## src/rtl/uart_irq_pkg.sv

```systemverilog
package uart_irq_pkg;
  localparam int NSRC = 8;
  localparam int IE_W = 8;

  // enable bit positions
  localparam int IE_RX   = 0;
  localparam int IE_THR  = 1;
  localparam int IE_LSR  = 2;
  localparam int IE_MDM  = 3;
  localparam int IE_XOFF = 5;
  localparam int IE_RTS  = 6;
  localparam int IE_CTS  = 7;

  // source index = priority rank, 0 highest
  typedef enum logic [2:0] {
    SRC_LERR = 3'd0,
    SRC_RTMO = 3'd1,
    SRC_RDAT = 3'd2,
    SRC_THR  = 3'd3,
    SRC_MDM  = 3'd4,
    SRC_XOFF = 3'd5,
    SRC_CTS  = 3'd6,
    SRC_RTS  = 3'd7
  } src_e;

  // identification bits 5:1 per source
  function automatic logic [4:0] src_id(input int unsigned idx);
    case (idx)
      0:       return 5'b00011;
      1:       return 5'b00110;
      2:       return 5'b00010;
      3:       return 5'b00001;
      4:       return 5'b00000;
      5:       return 5'b01000;
      default: return 5'b10000;
    endcase
  endfunction
endpackage

```

## src/rtl/uart_irq_enable.sv

```systemverilog
module uart_irq_enable #(
  parameter int W        = 8,
  parameter int LOCK_LSB = 4,
  parameter int THR_BIT  = 1
) (
  input  logic         clk_i,
  input  logic         rst_ni,
  input  logic         wr_i,
  input  logic [W-1:0] wdata_i,
  input  logic         unlock_i,
  output logic [W-1:0] ie_o,
  output logic         thr_rearm_o
);
  localparam logic [W-1:0] OPEN_MASK = W'((1 << LOCK_LSB) - 1);

  logic [W-1:0] ie_q, wmask;

  assign wmask = unlock_i ? {W{1'b1}} : OPEN_MASK;

  always_ff @(posedge clk_i or negedge rst_ni) begin
    if (!rst_ni)   ie_q <= '0;
    else if (wr_i) ie_q <= (ie_q & ~wmask) | (wdata_i & wmask);
  end

  assign ie_o        = ie_q;
  assign thr_rearm_o = wr_i && wdata_i[THR_BIT] && !ie_q[THR_BIT];
endmodule

```

## src/rtl/uart_irq_txarm.sv

```systemverilog
module uart_irq_txarm (
  input  logic clk_i,
  input  logic rst_ni,
  input  logic below_i,
  input  logic rearm_i,
  input  logic ack_i,
  input  logic tx_wr_i,
  output logic pend_o
);
  logic below_q, pend_q, set_w, clr_w;

  assign set_w = (below_i && !below_q) || (rearm_i && below_i);
  assign clr_w = ack_i || tx_wr_i;

  always_ff @(posedge clk_i or negedge rst_ni) begin
    if (!rst_ni) begin
      below_q <= 1'b0;
      pend_q  <= 1'b0;
    end else begin
      below_q <= below_i;
      if (clr_w)      pend_q <= 1'b0;
      else if (set_w) pend_q <= 1'b1;
    end
  end

  assign pend_o = pend_q;
endmodule

```

## src/rtl/uart_irq_prio.sv

```systemverilog
module uart_irq_prio
  import uart_irq_pkg::*;
#(
  parameter int N = NSRC
) (
  input  logic [N-1:0] req_i,
  output logic [N-1:0] grant_o,
  output logic         any_o,
  output logic [4:0]   id_o
);
  // lowest index wins
  always_comb begin
    grant_o = '0;
    for (int i = N - 1; i >= 0; i--) begin
      if (req_i[i]) begin
        grant_o    = '0;
        grant_o[i] = 1'b1;
      end
    end
  end

  always_comb begin
    id_o = '0;
    for (int i = 0; i < N; i++) begin
      if (grant_o[i]) id_o = id_o | src_id(i);
    end
  end

  assign any_o = |req_i;
endmodule

```

## src/rtl/uart_irq_ident.sv

```systemverilog
module uart_irq_ident
  import uart_irq_pkg::*;
(
  input  logic            clk_i,
  input  logic            rst_ni,
  input  logic            reg_wr_i,
  input  logic            reg_rd_i,
  input  logic            reg_sel_i,
  input  logic [IE_W-1:0] reg_wdata_i,
  output logic [IE_W-1:0] reg_rdata_o,
  input  logic            efr_en_i,
  input  logic            fifo_en_i,
  input  logic            rx_err_i,
  input  logic            rx_tmo_i,
  input  logic            rx_rdy_i,
  input  logic            tx_below_i,
  input  logic            tx_wr_i,
  input  logic            modem_i,
  input  logic            xoff_i,
  input  logic            cts_rise_i,
  input  logic            rts_rise_i,
  output logic            irq_o,
  output logic            ack_o,
  output logic [NSRC-1:0] ack_src_o
);
  logic [IE_W-1:0] ie_q;
  logic            rearm, thr_pend, any;
  logic [NSRC-1:0] req, grant;
  logic [4:0]      id;
  logic [IE_W-1:0] ident;

  uart_irq_enable #(.W(IE_W), .LOCK_LSB(4), .THR_BIT(IE_THR)) u_en (
    .clk_i      (clk_i),
    .rst_ni     (rst_ni),
    .wr_i       (reg_wr_i && !reg_sel_i),
    .wdata_i    (reg_wdata_i),
    .unlock_i   (efr_en_i),
    .ie_o       (ie_q),
    .thr_rearm_o(rearm)
  );

  uart_irq_txarm u_tx (
    .clk_i  (clk_i),
    .rst_ni (rst_ni),
    .below_i(tx_below_i),
    .rearm_i(rearm),
    .ack_i  (ack_src_o[SRC_THR]),
    .tx_wr_i(tx_wr_i),
    .pend_o (thr_pend)
  );

  assign req[SRC_LERR] = rx_err_i   && ie_q[IE_LSR];
  assign req[SRC_RTMO] = rx_tmo_i   && ie_q[IE_RX];
  assign req[SRC_RDAT] = rx_rdy_i   && ie_q[IE_RX];
  assign req[SRC_THR]  = thr_pend   && ie_q[IE_THR];
  assign req[SRC_MDM]  = modem_i    && ie_q[IE_MDM];
  assign req[SRC_XOFF] = xoff_i     && ie_q[IE_XOFF];
  assign req[SRC_CTS]  = cts_rise_i && ie_q[IE_CTS];
  assign req[SRC_RTS]  = rts_rise_i && ie_q[IE_RTS];

  uart_irq_prio #(.N(NSRC)) u_prio (
    .req_i  (req),
    .grant_o(grant),
    .any_o  (any),
    .id_o   (id)
  );

  assign ident       = {fifo_en_i, fifo_en_i, id, !any};
  assign reg_rdata_o = reg_sel_i ? ident : ie_q;
  assign irq_o       = any;
  assign ack_o       = reg_rd_i && reg_sel_i;
  assign ack_src_o   = ack_o ? grant : '0;
endmodule

```

## config.mk

```make
export PLATFORM = sky130hd
export DESIGN_NAME = uart_irq_ident
export DESIGN_NICKNAME = d
export VERILOG_FILES = /design/src/rtl/uart_irq_pkg.sv /design/src/rtl/uart_irq_enable.sv /design/src/rtl/uart_irq_txarm.sv /design/src/rtl/uart_irq_prio.sv /design/src/rtl/uart_irq_ident.sv
export SDC_FILE = /design/constraint.sdc
export NUM_CORES = 1
export LEC_CHECK = 0
export BUFFER_PORTS_ARGS = -buffer_cell sky130_fd_sc_hd__buf_2
export CAP_MARGIN = 20
export CORE_ASPECT_RATIO = 1.1
export CORE_MARGIN = 3
export CORE_UTILIZATION = 25
export CTS_BUF_LIST = sky130_fd_sc_hd__clkbuf_4 sky130_fd_sc_hd__clkbuf_8
export DETAILED_ROUTE_END_ITERATION = 16
export GPL_TIMING_DRIVEN = 0
export PLACE_DENSITY = 0.62
export SKIP_CTS_REPAIR_TIMING = 1
export SLEW_MARGIN = 20
export SYNTH_ARGS = -nofsm -noshare
export SYNTH_HDL_FRONTEND = slang
export SYNTH_SLANG_ARGS = --single-unit
```

## constraint.sdc

```tcl
create_clock -name clk_i -period 1.3 [get_ports clk_i]
set_clock_uncertainty 0.05 [all_clocks]
set_input_delay 0.065 -clock clk_i [delete_from_list [all_inputs] [get_ports clk_i]]
set_output_delay 0.065 -clock clk_i [all_outputs]
set_load 0.02 [all_outputs]
```

Yosys cells after proc, flatten, opt, wreduce, memory -nomap -nowiden
Index checks and enable logic that the tools add are counted.
{"block": "classes", "n_mux": 28, "bitwise": 11, "n_reduce_logical": 22}
{"cell": "$mux 8", "n": 11}
{"cell": "$mux 5", "n": 14}
{"cell": "$or 5x5->5", "n": 6}
{"cell": "$and 8x8->8", "n": 2}
{"cell": "$logic_and 1x1->1", "n": 14}
{"cell": "$not 8->8", "n": 1}
{"cell": "$or 8x8->8", "n": 1}
{"cell": "$reduce_or 8->1", "n": 1}
{"cell": "$or 2x5->5", "n": 1}
{"cell": "$logic_not 1->1", "n": 4}
{"cell": "$logic_or 1x1->1", "n": 2}
{"cell": "$mux 1", "n": 2}
{"cell": "$mux 2", "n": 1}
{"cell": "$reduce_bool 2->1", "n": 1}
{"block": "word_totals", "ff_bits": 10, "inputBits": 24, "output_inout_bits": 18, "word_cells": 64}

Depth between registers and ports, before layout
{"block": "logic_depth", "word_depth": 25, "mapped_depth": 5, "mapped_depth_nobuf": 3}

Modules after synthesis
From an unflattened synthesis, not the netlist that was laid out.
{"block": "hier_totals", "hier_cells": 75, "hier_area_um2": 769.5}
{"module": "uart_irq_enable", "n_inst": 1, "cells_per_inst": 20, "area_per_inst_um2": 321.6, "seq_area_each_um2": 200.2}
{"module": "uart_irq_ident", "n_inst": 1, "cells_per_inst": 32, "area_per_inst_um2": 226.5, "seq_area_each_um2": 0.0}
{"module": "uart_irq_prio", "n_inst": 1, "cells_per_inst": 18, "area_per_inst_um2": 147.6, "seq_area_each_um2": 0.0}
{"module": "uart_irq_txarm", "n_inst": 1, "cells_per_inst": 5, "area_per_inst_um2": 73.8, "seq_area_each_um2": 50.0}

Least setup slack after synthesis
Ideal clock, no wire load.
{"block": "synth_timing", "kind": "register to output", "from": "register u_en.ie_q[2] (netlist: u_en.ie_o[2])", "to": "output reg_rdata_o[4]", "arrival_ps": 1316, "required_time_ps": 1185, "slack_ps": -131, "path_stages_with_launch": 4, "n_path_buf": 0, "cell_sequence": "dfrtp_1 -> a22oi_1 -> nand2_1 -> o31ai_1"}
{"block": "synth_between", "elab_chain_cells": 16}
{"item": "from (decl)", "line_no": "uart_irq_enable.sv:16", "source": "logic [W-1:0] ie_q, wmask;"}
{"item": "from (signal assigned)", "line_no": "uart_irq_enable.sv:22", "source": "else if (wr_i) ie_q <= (ie_q & ~wmask) | (wdata_i & wmask);"}
{"item": "$logic_and 1x1->1 (*)", "line_no": "uart_irq_ident.sv:52", "source": "assign req[SRC_LERR] = rx_err_i && ie_q[IE_LSR];"}
{"item": "$mux 8 (*)", "line_no": "uart_irq_prio.sv:15", "source": "if (req_i[i]) begin"}
{"item": "$mux 5", "line_no": "uart_irq_prio.sv:25", "source": "if (grant_o[i]) id_o = id_o | src_id(i);"}
{"item": "$or 5x5->5", "line_no": "uart_irq_prio.sv:25"}
{"item": "$mux 5", "line_no": "uart_irq_prio.sv:25"}
{"item": "$or 5x5->5", "line_no": "uart_irq_prio.sv:25"}
{"item": "$mux 5", "line_no": "uart_irq_prio.sv:25"}
{"item": "$or 5x5->5", "line_no": "uart_irq_prio.sv:25"}
{"item": "$mux 5", "line_no": "uart_irq_prio.sv:25"}
{"item": "$or 5x5->5", "line_no": "uart_irq_prio.sv:25"}
{"item": "$mux 5", "line_no": "uart_irq_prio.sv:25"}
{"item": "$or 5x5->5", "line_no": "uart_irq_prio.sv:25"}
{"item": "$mux 5", "line_no": "uart_irq_prio.sv:25"}
{"item": "$or 5x5->5", "line_no": "uart_irq_prio.sv:25"}
{"item": "$mux 5 (*)", "line_no": "uart_irq_prio.sv:25"}
{"item": "$mux 8 (*)", "line_no": "uart_irq_ident.sv:69", "source": "assign reg_rdata_o = reg_sel_i ? ident : ie_q;"}
{"item": "to (decl)", "line_no": "uart_irq_ident.sv:10", "source": "output logic [IE_W-1:0] reg_rdata_o,"}
Every way passes the cells marked *; elsewhere a longest branch is shown, timed or not.

==> reports/results.ini <==
[pwr]
powerDensity_mw_per_mm2 = 980.5
total_power_mw = 1.173
p_leak_nw = 0.5883
vdd_ir_drop_max_mv = 0.8129

[critical_path]
start_kind = register
path_class = register to output pin
critPathRequiredTime_ps = 1190
critPathMaxFanout = 4
crit_path_end_kind = output pin
crit_arrival_ps = 1440

[timing]
fin_crit_sh_pct = 119.5
setup_slack_ps = -253.2
finalHoldViolations = 1
drv_slew = 0
setup_tns_ps = -2118
worst_pin_slew_ps = 222.3
hold_slack_ps = -19.03
setup_viol = 14
max_freq_mhz = 643.8
rsz0062_at_grt = true
post-route-min-period_ps = 1553
max_slew_margin_pct = 85.18

[job]
cap_violations = 0

[clocking]
clock_latency_ps = 270
cts_buffers = 3
cts_tree = done
clockBufferDepth = 2
root_buffer = clkbuf_4
clk_pin_slew_worst_paths_ps = 60
cts.sinks = 10
htree_levels = 1

[grt]
first_global_vias = 705
overflow = 0
grt_max_degree = 11
grt_pass1_wl_um = 2773
grt.total_usage_pct = 10.34
antenna_found_initial = 0

[cells_and_area]
area_growth_pct = 71.33
final-seq-area_um2 = 251.5
num_antenna_cells = 0
layout_common_cells = buf_2, buf_4, nand2_1, dfrtp_1, dlygate4sd3_1
multiInputGateArea_um2 = 444.2
final_common_cell = buf_2
fin_area_mm2 = 0.001196
nets = 161
final_core_util_pct = 46.16
fillCellCount = 236
drive_gt1_share_pct = 52.21

[worst_hold_path]
hp-class = input port to register

[run_status]
violations = negative hold slack, negative setup slack
status = finished, violations left

[placed_design]
placed_area_um2 = 947.2
io_buffers = 41
place_congestion = 0.7462
dp_hpwl_um = 1547

[routing]
vias = 796
dr.pass1.iters = 4
wl_um = 2092
wire_per_inst_um = 12.53
antenna_violating_nets_post_route = 0
drc_errors = 0
drtIter0Drc = 10
viasPerCell = 4.766

[logic_synthesis]
ys_ff_latch = 10
avgSynthCellArea_um2 = 9.067
synth.distinct_cells = 34
synthCells = 77
syn_nets = 101
yosysSeqAreaShare_pct = 35.84
yosysWarnings = 0
netlist_area_um2 = 698.2

[die]
num_rows = 19
core-area_mm2 = 0.002591
die_width_um = 56.39
die_y_um = 61.43
die_area_mm2 = 0.003463
ios = 42
start_util_pct = 26.94

power breakdown:
group          switching [mW]  leakage [nW]  internal [mW]  total (mW)
sequential             0.0514         0.119          0.358       0.410
combinational           0.244         0.449          0.243       0.487
clock                   0.105        0.0210          0.170       0.276
worst paths after layout:
check	start	end	slack [ps]	cells past startpoint
setup / recovery	register	ack_src_o[7]	-250	4
hold / removal	reg_wdata_i[3]	u_en.ie_o[3]	-20	3
setup reg to reg	u_en.ie_o[0]	u_tx.pend_o	80	3
hold reg to reg	register	register	470	1
max in group asynchronous	rst_ni	u_en.ie_o[0]	850	2
min in group asynchronous	rst_ni	async pin	150	2
cells in the mapped netlist, drive strengths merged:
master	count	share of area [%]
a21boi	1	1.1
a21oi	3	2.1
a22o	1	1.3
a22oi	1	1.1
a31o	1	1.3
a32o	1	1.4
a41o	1	1.4
and2	2	1.8
and3	2	1.8
buf	3	3.4
dfrtp	10	36
inv	7	3.8
mux2	7	11
nand2	12	6.8
nand3	3	2.9
nand4	2	2.7
nand4bb	1	1.6
nor2	4	2.1
nor2b	3	3.8
nor3	1	1.4
nor3b	1	1.8
nor4bb	1	2.3
o21ai	7	5.0
o22ai	1	0.90
o31ai	1	1.1
layout make-up:
cell class              instances  area share, %
well taps                      31          3.243
repair buffers                 55          31.38
clock buffers                   4          3.033
multi-input cells              57          37.13
plain buffers                   3          1.987
flip-flops and latches         10          21.03
inverters                       7          2.197
metal layers:
| layer | part of all wire (%) | track usage [%] |
|---|---|---|
| met3 | 5.6 | 2.306 |
| met5 | 0 | 0 |
| met4 | 1.3 | 6.102 |
| met2 | 58 | 20.03 |
| met1 | 35 | 10.33 |
through the flow:
stage | cells | hold slack (ps) | setup slack (ps)
finish | 167 | -19.03 | -253.2
CTS | 153 | -413.9 | -399.2
detailed placement | 149 | -115.2 | -94.01
global route | 167 | 0.1395 | -330.7
floorplan | 77 | -280.6 | 16.19
global placement | 149 | -117.7 | -67.73
worst max-delay path, stage by stage (launching register included):
cell,delay [ps]
dfrtp_1,400
a22o_1,260
a21oi_2,150
nor3b_2,190
buf_4,170
kinds of logic after synthesis:
logic type / count (synthesis) / share of synthesized area [%]
muxes: 7 / 11.29
DFF: 10 / 35.84
AOI/OAI and AO/OA: 18 / 16.67
buffers and inverters: 10 / 7.167
and+or+nand+nor: 32 / 29.03
No activity file was read; power rests on OpenSTA's default activity.
